===== src/rtl/tcg_pkg.sv =====
package tcg_pkg;
    localparam int REG_W    = 32;
    localparam int MAIN_W   = 3;
    localparam int TILE_W   = 1;
    localparam int N_INST   = 6;
    localparam int MAIN_LSB = 0;
    localparam int TILE_LSB = 4;
    localparam int MODE_LSB = 16;

    typedef enum logic [0:0] {
        ST_SETTLE = 1'b0,
        ST_RUN    = 1'b1
    } div_state_e;
endpackage


===== src/rtl/tcg_ctrl_reg.sv =====
module tcg_ctrl_reg
    import tcg_pkg::*;
#(
    parameter int MAIN_BITS = MAIN_W,
    parameter int TILE_BITS = TILE_W,
    parameter int INSTS     = N_INST
) (
    input  logic                 clk,
    input  logic                 rst_n,
    input  logic                 wr_en,
    input  logic [REG_W-1:0]     wr_data,
    output logic [REG_W-1:0]     rd_data,
    output logic [MAIN_BITS-1:0] main_div,
    output logic [TILE_BITS-1:0] tile_div,
    output logic [INSTS-1:0]     mode_div
);
    localparam logic [REG_W-1:0] MAIN_MASK = REG_W'((64'd1 << MAIN_BITS) - 64'd1) << MAIN_LSB;
    localparam logic [REG_W-1:0] TILE_MASK = REG_W'((64'd1 << TILE_BITS) - 64'd1) << TILE_LSB;
    localparam logic [REG_W-1:0] MODE_MASK = REG_W'((64'd1 << INSTS) - 64'd1) << MODE_LSB;
    localparam logic [REG_W-1:0] RW_MASK   = MAIN_MASK | TILE_MASK | MODE_MASK;
    localparam logic [REG_W-1:0] RST_VAL   = MAIN_MASK;

    always_ff @(posedge clk or negedge rst_n) begin
        if (!rst_n) begin
            main_div <= '1;
            tile_div <= '0;
            mode_div <= '0;
        end else if (wr_en) begin
            main_div <= wr_data[MAIN_LSB +: MAIN_BITS];
            tile_div <= wr_data[TILE_LSB +: TILE_BITS];
            mode_div <= wr_data[MODE_LSB +: INSTS];
        end
    end

    always_comb begin
        rd_data = '0;
        rd_data[MAIN_LSB +: MAIN_BITS] = main_div;
        rd_data[TILE_LSB +: TILE_BITS] = tile_div;
        rd_data[MODE_LSB +: INSTS]     = mode_div;
    end

    // written value returns with unused bits cleared
    assert_readback_R6: assert property (@(posedge clk) disable iff (!rst_n)
        wr_en |=> (rd_data == ($past(wr_data) & RW_MASK)));

    // first cycle out of reset shows the reset value
    assert_reset_value_R1: assert property (@(posedge clk) disable iff (!rst_n)
        $rose(rst_n) |-> (rd_data == RST_VAL));
endmodule


===== src/rtl/tcg_div_fsm.sv =====
module tcg_div_fsm
    import tcg_pkg::*;
#(
    parameter int MAIN_BITS = MAIN_W,
    parameter int TILE_BITS = TILE_W
) (
    input  logic                 clk,
    input  logic                 rst_n,
    input  logic                 restart,
    input  logic [MAIN_BITS-1:0] main_div,
    input  logic [TILE_BITS-1:0] tile_div,
    output logic                 div_pulse
);
    div_state_e             state, state_nxt;
    logic [MAIN_BITS-1:0]   main_cnt;
    logic [TILE_BITS-1:0]   tile_cnt;
    logic                   main_wrap;
    logic                   tile_wrap;

    assign main_wrap = (main_cnt == main_div);
    assign tile_wrap = (tile_cnt == tile_div);

    always_comb begin
        state_nxt = state;
        unique case (state)
            ST_SETTLE: state_nxt = ST_RUN;   // settle_done
            ST_RUN:    state_nxt = ST_RUN;   // run_hold
        endcase
        if (restart) state_nxt = ST_SETTLE;  // restart
    end

    always_ff @(posedge clk or negedge rst_n) begin
        if (!rst_n) state <= ST_SETTLE;
        else        state <= state_nxt;
    end

    always_ff @(posedge clk or negedge rst_n) begin
        if (!rst_n) begin
            main_cnt <= '0;
            tile_cnt <= '0;
        end else if (restart || state == ST_SETTLE) begin
            main_cnt <= '0;
            tile_cnt <= '0;
        end else if (main_wrap) begin
            main_cnt <= '0;
            tile_cnt <= tile_wrap ? '0 : tile_cnt + 1'b1;
        end else begin
            main_cnt <= main_cnt + 1'b1;
        end
    end

    always_comb begin
        div_pulse = 1'b0;
        unique case (state)
            ST_SETTLE: div_pulse = 1'b0;
            ST_RUN:    div_pulse = main_wrap && tile_wrap;
        endcase
    end

    // the main counter never passes its terminal count
    assert_cnt_in_range_R2: assert property (@(posedge clk) disable iff (!rst_n)
        main_cnt <= main_div);

    // a write is followed by a pulse-free settle cycle
    assert_settle_quiet_R7: assert property (@(posedge clk) disable iff (!rst_n)
        restart |=> !div_pulse);

    // pulses are isolated whenever the period exceeds one
    assert_pulse_gap_R8: assert property (@(posedge clk) disable iff (!rst_n)
        (div_pulse && !restart && (main_div != '0 || tile_div != '0)) |=> !div_pulse);
endmodule


===== src/rtl/tcg_ce_mux.sv =====
module tcg_ce_mux (
    input  logic sel_div,
    input  logic div_pulse,
    input  logic pclk_en,
    output logic ce
);
    always_comb begin
        ce = sel_div ? div_pulse : pclk_en;
    end
endmodule


===== src/rtl/tcg_top.sv =====
module tcg_top
    import tcg_pkg::*;
#(
    parameter int MAIN_BITS = MAIN_W,
    parameter int TILE_BITS = TILE_W,
    parameter int INSTS     = N_INST
) (
    input  logic             clk,
    input  logic             rst_n,
    input  logic             wr_en,
    input  logic [REG_W-1:0] wr_data,
    output logic [REG_W-1:0] rd_data,
    input  logic             pclk_en,
    output logic [INSTS-1:0] inst_ce
);
    logic [MAIN_BITS-1:0] main_div;
    logic [TILE_BITS-1:0] tile_div;
    logic [INSTS-1:0]     mode_div;
    logic                 div_pulse;

    tcg_ctrl_reg #(
        .MAIN_BITS(MAIN_BITS), .TILE_BITS(TILE_BITS), .INSTS(INSTS)
    ) u_reg (
        .clk(clk), .rst_n(rst_n), .wr_en(wr_en), .wr_data(wr_data),
        .rd_data(rd_data), .main_div(main_div), .tile_div(tile_div),
        .mode_div(mode_div)
    );

    tcg_div_fsm #(
        .MAIN_BITS(MAIN_BITS), .TILE_BITS(TILE_BITS)
    ) u_div (
        .clk(clk), .rst_n(rst_n), .restart(wr_en),
        .main_div(main_div), .tile_div(tile_div), .div_pulse(div_pulse)
    );

    for (genvar i = 0; i < INSTS; i++) begin : g_inst
        tcg_ce_mux u_mux (
            .sel_div(mode_div[i]), .div_pulse(div_pulse),
            .pclk_en(pclk_en), .ce(inst_ce[i])
        );
    end

    // a synchronous instance never strobes without a peripheral enable
    assert_sync_follow_R5: assert property (@(posedge clk) disable iff (!rst_n)
        (!mode_div[0] && !pclk_en) |-> !inst_ce[0]);
endmodule


===== config.mk =====
export PLATFORM = sky130hd
export DESIGN_NAME = tcg_top
export DESIGN_NICKNAME = d
export VERILOG_FILES = /design/src/rtl/tcg_pkg.sv /design/src/rtl/tcg_ctrl_reg.sv /design/src/rtl/tcg_div_fsm.sv /design/src/rtl/tcg_ce_mux.sv /design/src/rtl/tcg_top.sv
export SDC_FILE = /design/constraint.sdc
export NUM_CORES = 1
export LEC_CHECK = 0
export BUFFER_PORTS_ARGS = -buffer_cell sky130_fd_sc_hd__buf_2
export CORE_ASPECT_RATIO = 2
export CORE_MARGIN = 5
export CORE_UTILIZATION = 28
export CTS_CLUSTER_DIAMETER = 40
export DETAILED_ROUTE_END_ITERATION = 8
export SLEW_MARGIN = 15
export SYNTH_ARGS = -nofsm -noshare
export SYNTH_HDL_FRONTEND = slang
export SYNTH_SLANG_ARGS = --single-unit

===== constraint.sdc =====
create_clock -name clk -period 1.9 [get_ports clk]
set_input_delay 0.285 -clock clk [delete_from_list [all_inputs] [get_ports clk]]
set_output_delay 0.285 -clock clk [all_outputs]
set_load 0.01 [all_outputs]

==> results of run 1 <==
worst min path at each step:
stage                start                             to  cells past startpoint
6_report       wr_data[16]  u_reg.mode_div[0]$_DFFE_PN0P_                      2
5_1_grt        wr_data[16]  u_reg.mode_div[0]$_DFFE_PN0P_                      2
4_1_cts        wr_data[20]  u_reg.mode_div[4]$_DFFE_PN0P_                      2
3_5_place_dp         rst_n  u_reg.mode_div[3]$_DFFE_PN0P_                      1
3_3_place_gp         rst_n          u_div.state$_DFF_PN0_                      1
2_1_floorplan        rst_n    u_div.main_cnt[0]$_DFF_PN0_                      0
area by class of cell:
class | count | area, um2
Sequential cell | 15 | 379
Clock buffer | 3 | 41.3
Timing Repair Buffer | 35 | 230
Tap cell | 32 | 40.0
Fill cell | 354 | 2220
Multi-Input combinational cell | 54 | 414
Clock inverter | 1 | 5.00
Inverter | 2 | 7.51
cell families (layout without fill, tap and decap cells):
kind of cell  count (synthesis)  count (layout)
xor+xnor                      4               4
mux                          17              17
flops                        15              15
fa+ha+maj                     2               2
buf+inv                      38              41
simple gates                  9               9
other cells                   1              22
flip-flops by register name, indices dropped and copies added (netlist names):
name / count
u_reg.mode_div: 6
u_div.main_cnt: 3
u_reg.main_div: 3
u_div.state: 1
u_div.tile_cnt: 1
u_reg.tile_div: 1
where the power goes:
| part | switching [W] | internal [W] |
|---|---|---|
| Combinational | 0.0000995 | 0.000104 |
| Sequential | 0.0000242 | 0.000351 |
| Clock | 0.000108 | 0.000145 |
| Total | 0.000232 | 0.000600 |
repair_timing:
| action | CTS | global route |
|---|---|---|
| resized for setup | 5 | 6 |
| buffers inserted | 3 | 1 |
| hold endpoints to repair | 12 | 0 |
| hold buffers | 1 | 0 |
| setup endpoints to repair | 6 | 6 |
| pin swaps | 1 | 0 |
through the flow:
stage / area (um2) / TNS, ns / utilization, % / total power (W)
after global routing: 1120 / -0.321 / 33.4 / 0.000877
after detailed placement: 965 / 0 / 28.9 / 0.000544
after global placement: 965 / 0 / 28.9 / 0.000538
after CTS: 1070 / 0 / 32.2 / 0.000827
final: 1120 / 0 / 33.4 / 0.000831
after floorplan: 1040 / 0 / - / 0.000546
worst max-delay path, cell delays in order, from the launching register on:
cell and delay, ns:
dfstp_2 0.57, xor2_2 0.18, nor4_2 0.07, buf_4 0.15
mux2_2 0.27, buf_6 0.12
routing by layer:
| metal | vias to the layer above | global-route usage (%) |
|---|---|---|
| li1 | 271 | - |
| met1 | 283 | 6.51 |
| met2 | 30 | 15.5 |
| met3 | 5 | 1.61 |
| met4 | 0 | 3.94 |
| met5 | - | 0 |
layout by cell type, fill, tap and decap left out:
| master | count |
|---|---|
| clkbuf_8 | 3 |
| dfstp_2 | 3 |
| nor3_1 | 3 |
| nor3b_1 | 1 |
| conb_1 | 22 |
| ha_1 | 2 |
| buf_2 | 23 |
| buf_6 | 6 |
| mux2_2 | 15 |
| clkinv_2 | 1 |
| mux2_4 | 1 |
| xnor2_1 | 1 |
| nand2_2 | 1 |
| inv_1 | 2 |
| buf_4 | 5 |
| nor4_2 | 1 |
| nand2_1 | 1 |
| dfrtp_1 | 12 |
| mux2i_1 | 1 |
| nand3_1 | 2 |
| dlygate4sd3_1 | 1 |
| xor2_2 | 3 |
==> results.yml, run 1 <==
timing:
  setup_viol: 0
  period_minus_slack_ns: 1.89
  hold_ws_ns: 0.269
  max_clock_freq_ghz: 0.530
  hold_viol: 0
  drv_slew: 0
  finalCritPeriodShare_pct: 99.3
  rsz0062_at_grt: "true"
  clock_skew_ns: 0.00391
  finalWorstSetupSlack_ns: 0.0128
global_routing:
  grt_max_degree: 16
  grt_pass1_wl_mm: 2.80
  antenna_found_initial: 0
  grt_pass1_vias: 597
  overflow: 0
  grt_usage_pct: 7.72
die:
  die_y_um: 92.8
  die_area_um2: 4770
  die_w_um: 51.4
  num_io_pins: 74
  rows: 30
  initial_utilization_pct: 28.8
  core_um2: 3340
yosys:
  yosys_warnings: 0
  yosys-top-cells-area: "dfrtp_1 31%, buf_4 27%, mux2_2 19%"
  synth.distinct_cells: 16
  async_flop_share_pct: 100
  synth_ff_type: "dfrtp_1"
  syn_inst: 86
  synth_top_family_by_area: "buffers and inverters"
  synthXorXnorAreaFrac_pct: 3.65
  yosysSeqAreaShare_pct: 39.5
  yosys.area.top_type_share_pct: 31.3
  synth_edf_count: 0
  synth_compound_area_share_pct: 0
  yosys.area.top_type: "dfrtp_1"
  yosys.area_share.simple_pct: 5.47
  synth_most_common_cell: "buf_4"
  synth_commonest_cells: "35 x buf_4, 16 x mux2_2, 12 x dfrtp_1"
  synth_mux_area_share_pct: 19.8
  synth-adder-area-share_pct: 2.60
  ys_ff_latch: 15
  syn_area_per_cell_um2: 11.2
  netlist_area_um2: 961
pwr:
  leakagePower_nw: 0.562
  ir_worst_vdd_mv: 0.223
  power.density_nw_per_um2: 744
placed_design:
  pre_cts_ws_ns: 0.211
  dp_cells: 133
  place_hpwl_mm: 1.47
  place.gp.congestion: 0.740
  io_buffer_count: 29
clock_tree:
  cts_tree: "yes"
  clk_pin_slew_worst_paths_ns: 0.06
  clockRootBuffer: "clkbuf_8"
  insertion_delay_ns: 0.25
  clk_path_buf_depth: 2
  cts_max_level: 1
  cts_buffers: 3
  cts.sinks: 15
run:
  max-cap-violations: 0
setup_path:
  worstPathRequired_ns: 1.62
  cp.arrival_ns: 1.60
  start_kind: "register"
  r2r-end: "u_div.tile_cnt$_DFFE_PN0P_"
  reg2reg_slack_ns: 0.36
  reg2reg_depth: 4
  end_kind: "output pin"
  r2r-start: "u_reg.main_div[2]$_DFFE_PN1P_"
  path_class: "reg -> out"
  cp_max_fo: 6
  crit_start: "u_reg.main_div[1]$_DFFE_PN1P_"
  crit_end: "inst_ce[5]"
cells_and_area:
  final_cells: 142
  final_nets: 149
  drive_above_1_share_pct: 56.4
  area_growth_pct: 16.3
  n_antenna_cell: 0
drt:
  final_antenna_net_count: 0
  routed_wl_mm: 1.83
  first_pass_iters: 2
  avgRoutedWirePerCell_um: 12.9
  drc: 0
  routed_via_density: 4.15
  highest_layer: "met4"
  wl_met3_um: 177
  drt_iter0_drc: 2
  vias: 589
  wl_met1_um: 466
  wl_met2_mm: 1.15
outcome:
  status: "complete, no violations"
worst_hold_path:
  holdCritPathClass: "in -> reg"
Note: power is estimated with default switching activity, not from simulation.
==> inputs of run 2 (changes only) <==
--- a/config.mk
+++ b/config.mk
@@ -6,6 +6,7 @@
 export NUM_CORES = 1
 export LEC_CHECK = 0
 export BUFFER_PORTS_ARGS = -buffer_cell sky130_fd_sc_hd__buf_2
+export CAP_MARGIN = 20
 export CORE_ASPECT_RATIO = 2
 export CORE_MARGIN = 5
 export CORE_UTILIZATION = 28
==> constraint.sdc (replaced) <==
create_clock -name clk -period 1.9 [get_ports clk]
set_input_delay 0.19 -clock clk [delete_from_list [all_inputs] [get_ports clk]]
set_output_delay 0.19 -clock clk [all_outputs]
set_load 0.01 [all_outputs]
==> run 2 against run 1 <==
Effect of this change:
- final cell count down 3.5%
- sequential power about the same
- wire length down 9.8%
- clock power about the same
- combinational power down 15%
==> results.yml, run 2 (synthesis results as in run 1) <==
outcome:
  status: "complete, no violations"
clock_tree:
  cts.sinks: 15
  cts_max_level: 1
  clockRootBuffer: "clkbuf_8"
  cts_buffers: 3
  insertion_delay_ns: 0.24
  clk_pin_slew_worst_paths_ns: 0.06
  postCtsSetupRepairBufs: 0
  clk_path_buf_depth: 2
  cts_tree: "yes"
timing:
  setup_viol: 0
  rsz0062_at_grt: "true"
  period_minus_slack_ns: 1.84
  finalWorstSetupSlack_ns: 0.0633
  hold_viol: 0
  clock_skew_ns: 0.00187
  max_clock_freq_ghz: 0.544
  relSlewSlack_pct: 65.2
  hold_ws_ns: 0.174
  finalCritPeriodShare_pct: 96.7
  worst_pin_slew_ns: 0.518
  drv_slew: 0
drt:
  routed_wl_mm: 1.65
  routed_via_density: 4.14
  avgRoutedWirePerCell_um: 12.0
  drc: 0
  drt_iter0_drc: 7
  vias: 567
  first_pass_iters: 4
  final_antenna_net_count: 0
global_routing:
  antenna_found_initial: 0
  grt_max_degree: 16
  grt_pass1_wl_mm: 2.57
  grt_usage_pct: 7.00
  overflow: 0
  grt_pass1_vias: 564
setup_path:
  cpPeakStageDelay_ns: 0.58
  crit_start: "u_reg.main_div[1]$_DFFE_PN1P_"
  cp.arrival_ns: 1.65
  end_kind: "output pin"
  crit_family: "flip-flops"
  cp_max_fo: 6
  worstPathRequired_ns: 1.71
  r2r-start: "u_reg.main_div[1]$_DFFE_PN1P_"
  reg2reg_depth: 3
  r2r-end: "u_div.tile_cnt$_DFFE_PN0P_"
  cp_num_buf_inv: 1
  start_kind: "register"
  path_class: "reg -> out"
  reg2reg_slack_ns: 0.44
  cp_slowest_cell: "dfstp_2"
  cp_cell_sequence: "xor2_2 -> nor4_4 -> mux2_2 -> buf_2"
die:
  rows: 30
  die_y_um: 92.8
  num_io_pins: 74
  die_area_um2: 4770
  die_w_um: 51.4
  core_um2: 3340
  initial_utilization_pct: 28.8
pwr:
  leakagePower_nw: 0.531
  ir_worst_vdd_mv: 0.198
  power.density_nw_per_um2: 764
cells_and_area:
  n_antenna_cell: 0
  reg_top3: "u_reg.mode_div x6, u_div.main_cnt x3, u_reg.main_div x3"
  fin_util_pct: 31.3
  largest_reg_flops: 6
  final_common_cell: "buf_2"
  layout_common_cells: "29 x buf_2, 22 x conb_1, 14 x mux2_2"
  drive_above_1_share_pct: 52.4
  final_nets: 144
  regMostFlops: "u_reg.mode_div"
  area_growth_pct: 8.85
worst_hold_path:
  min_from: "wr_data[4]"
  min_path_cells: 2
  holdPathEnd: "u_reg.tile_div$_DFFE_PN0P_"
  holdCritPathClass: "in -> reg"
run:
  max-cap-violations: 0
placed_design:
  place_hpwl_mm: 1.39
  place.gp.congestion: 0.738
  io_buffer_count: 29
  pre_cts_ws_ns: 0.218
## run 2: changes by cell type in the layout (fill, tap and decap cells not counted), sizes merged
cell    delta
clkbuf     +1
buf        -5
clkinv     -1
## run 2: worst max path at each step
| stage | end | slack, ns | cells past startpoint |
|---|---|---|---|
| 3_3_place_gp | inst_ce[2] | 0.22 | 4 |
| 5_1_grt | inst_ce[5] | -0.03 | 4 |
| 6_report | inst_ce[5] | 0.06 | 4 |
| 2_1_floorplan | inst_ce[0] | 0.37 | 4 |
| 4_1_cts | inst_ce[5] | 0.05 | 5 |
| 3_5_place_dp | inst_ce[5] | 0.22 | 5 |
## run 2: worst reg2reg max path, cell delays in order, from the launching register on
cell and delay [ns]:
dfstp_2 0.58, xor2_2 0.11, nor3_1 0.46, mux2i_1 0.25
## run 2: report_power, final
group	total [W]	internal [W]	switching [W]	leakage (nW)
clock network	0.000250	0.000148	0.000102	0.0228
logic	0.000174	0.0000806	0.0000932	0.328
registers	0.000375	0.000351	0.0000248	0.180
## run 2: stage by stage
stage	instance area, um2	power [W]	setup TNS [ns]	cells
2_1_floorplan	1040	0.000546	0	107
3_3_place_gp	957	0.000537	0	132
3_5_place_dp	957	0.000542	0	132
4_1_cts	1020	0.000805	0	137
5_1_grt	1050	0.000845	-0.119	137
6_report	1050	0.000800	0	137
## run 2: cell type report
type | count | area (um2)
Timing Repair Buffer | 30 | 155
Clock buffer | 4 | 45.0
Inverter | 2 | 7.51
Multi-Input combinational cell | 54 | 419
Tap cell | 32 | 40.0
Fill cell | 344 | 2290
Sequential cell | 15 | 379
## run 2: what timing repair did
action / CTS / global route
hold buffers: 1 / 0
hold endpoints to repair: 12 / 0
resized for setup: 1 / 5
setup endpoints to repair: 6 / 6
## run 2: layer usage
layer  wire length [um]  track usage (%)
met4                 46             5.47
met3                161            0.966
met1                498             6.97
met5                  0                0
met2                942             12.3
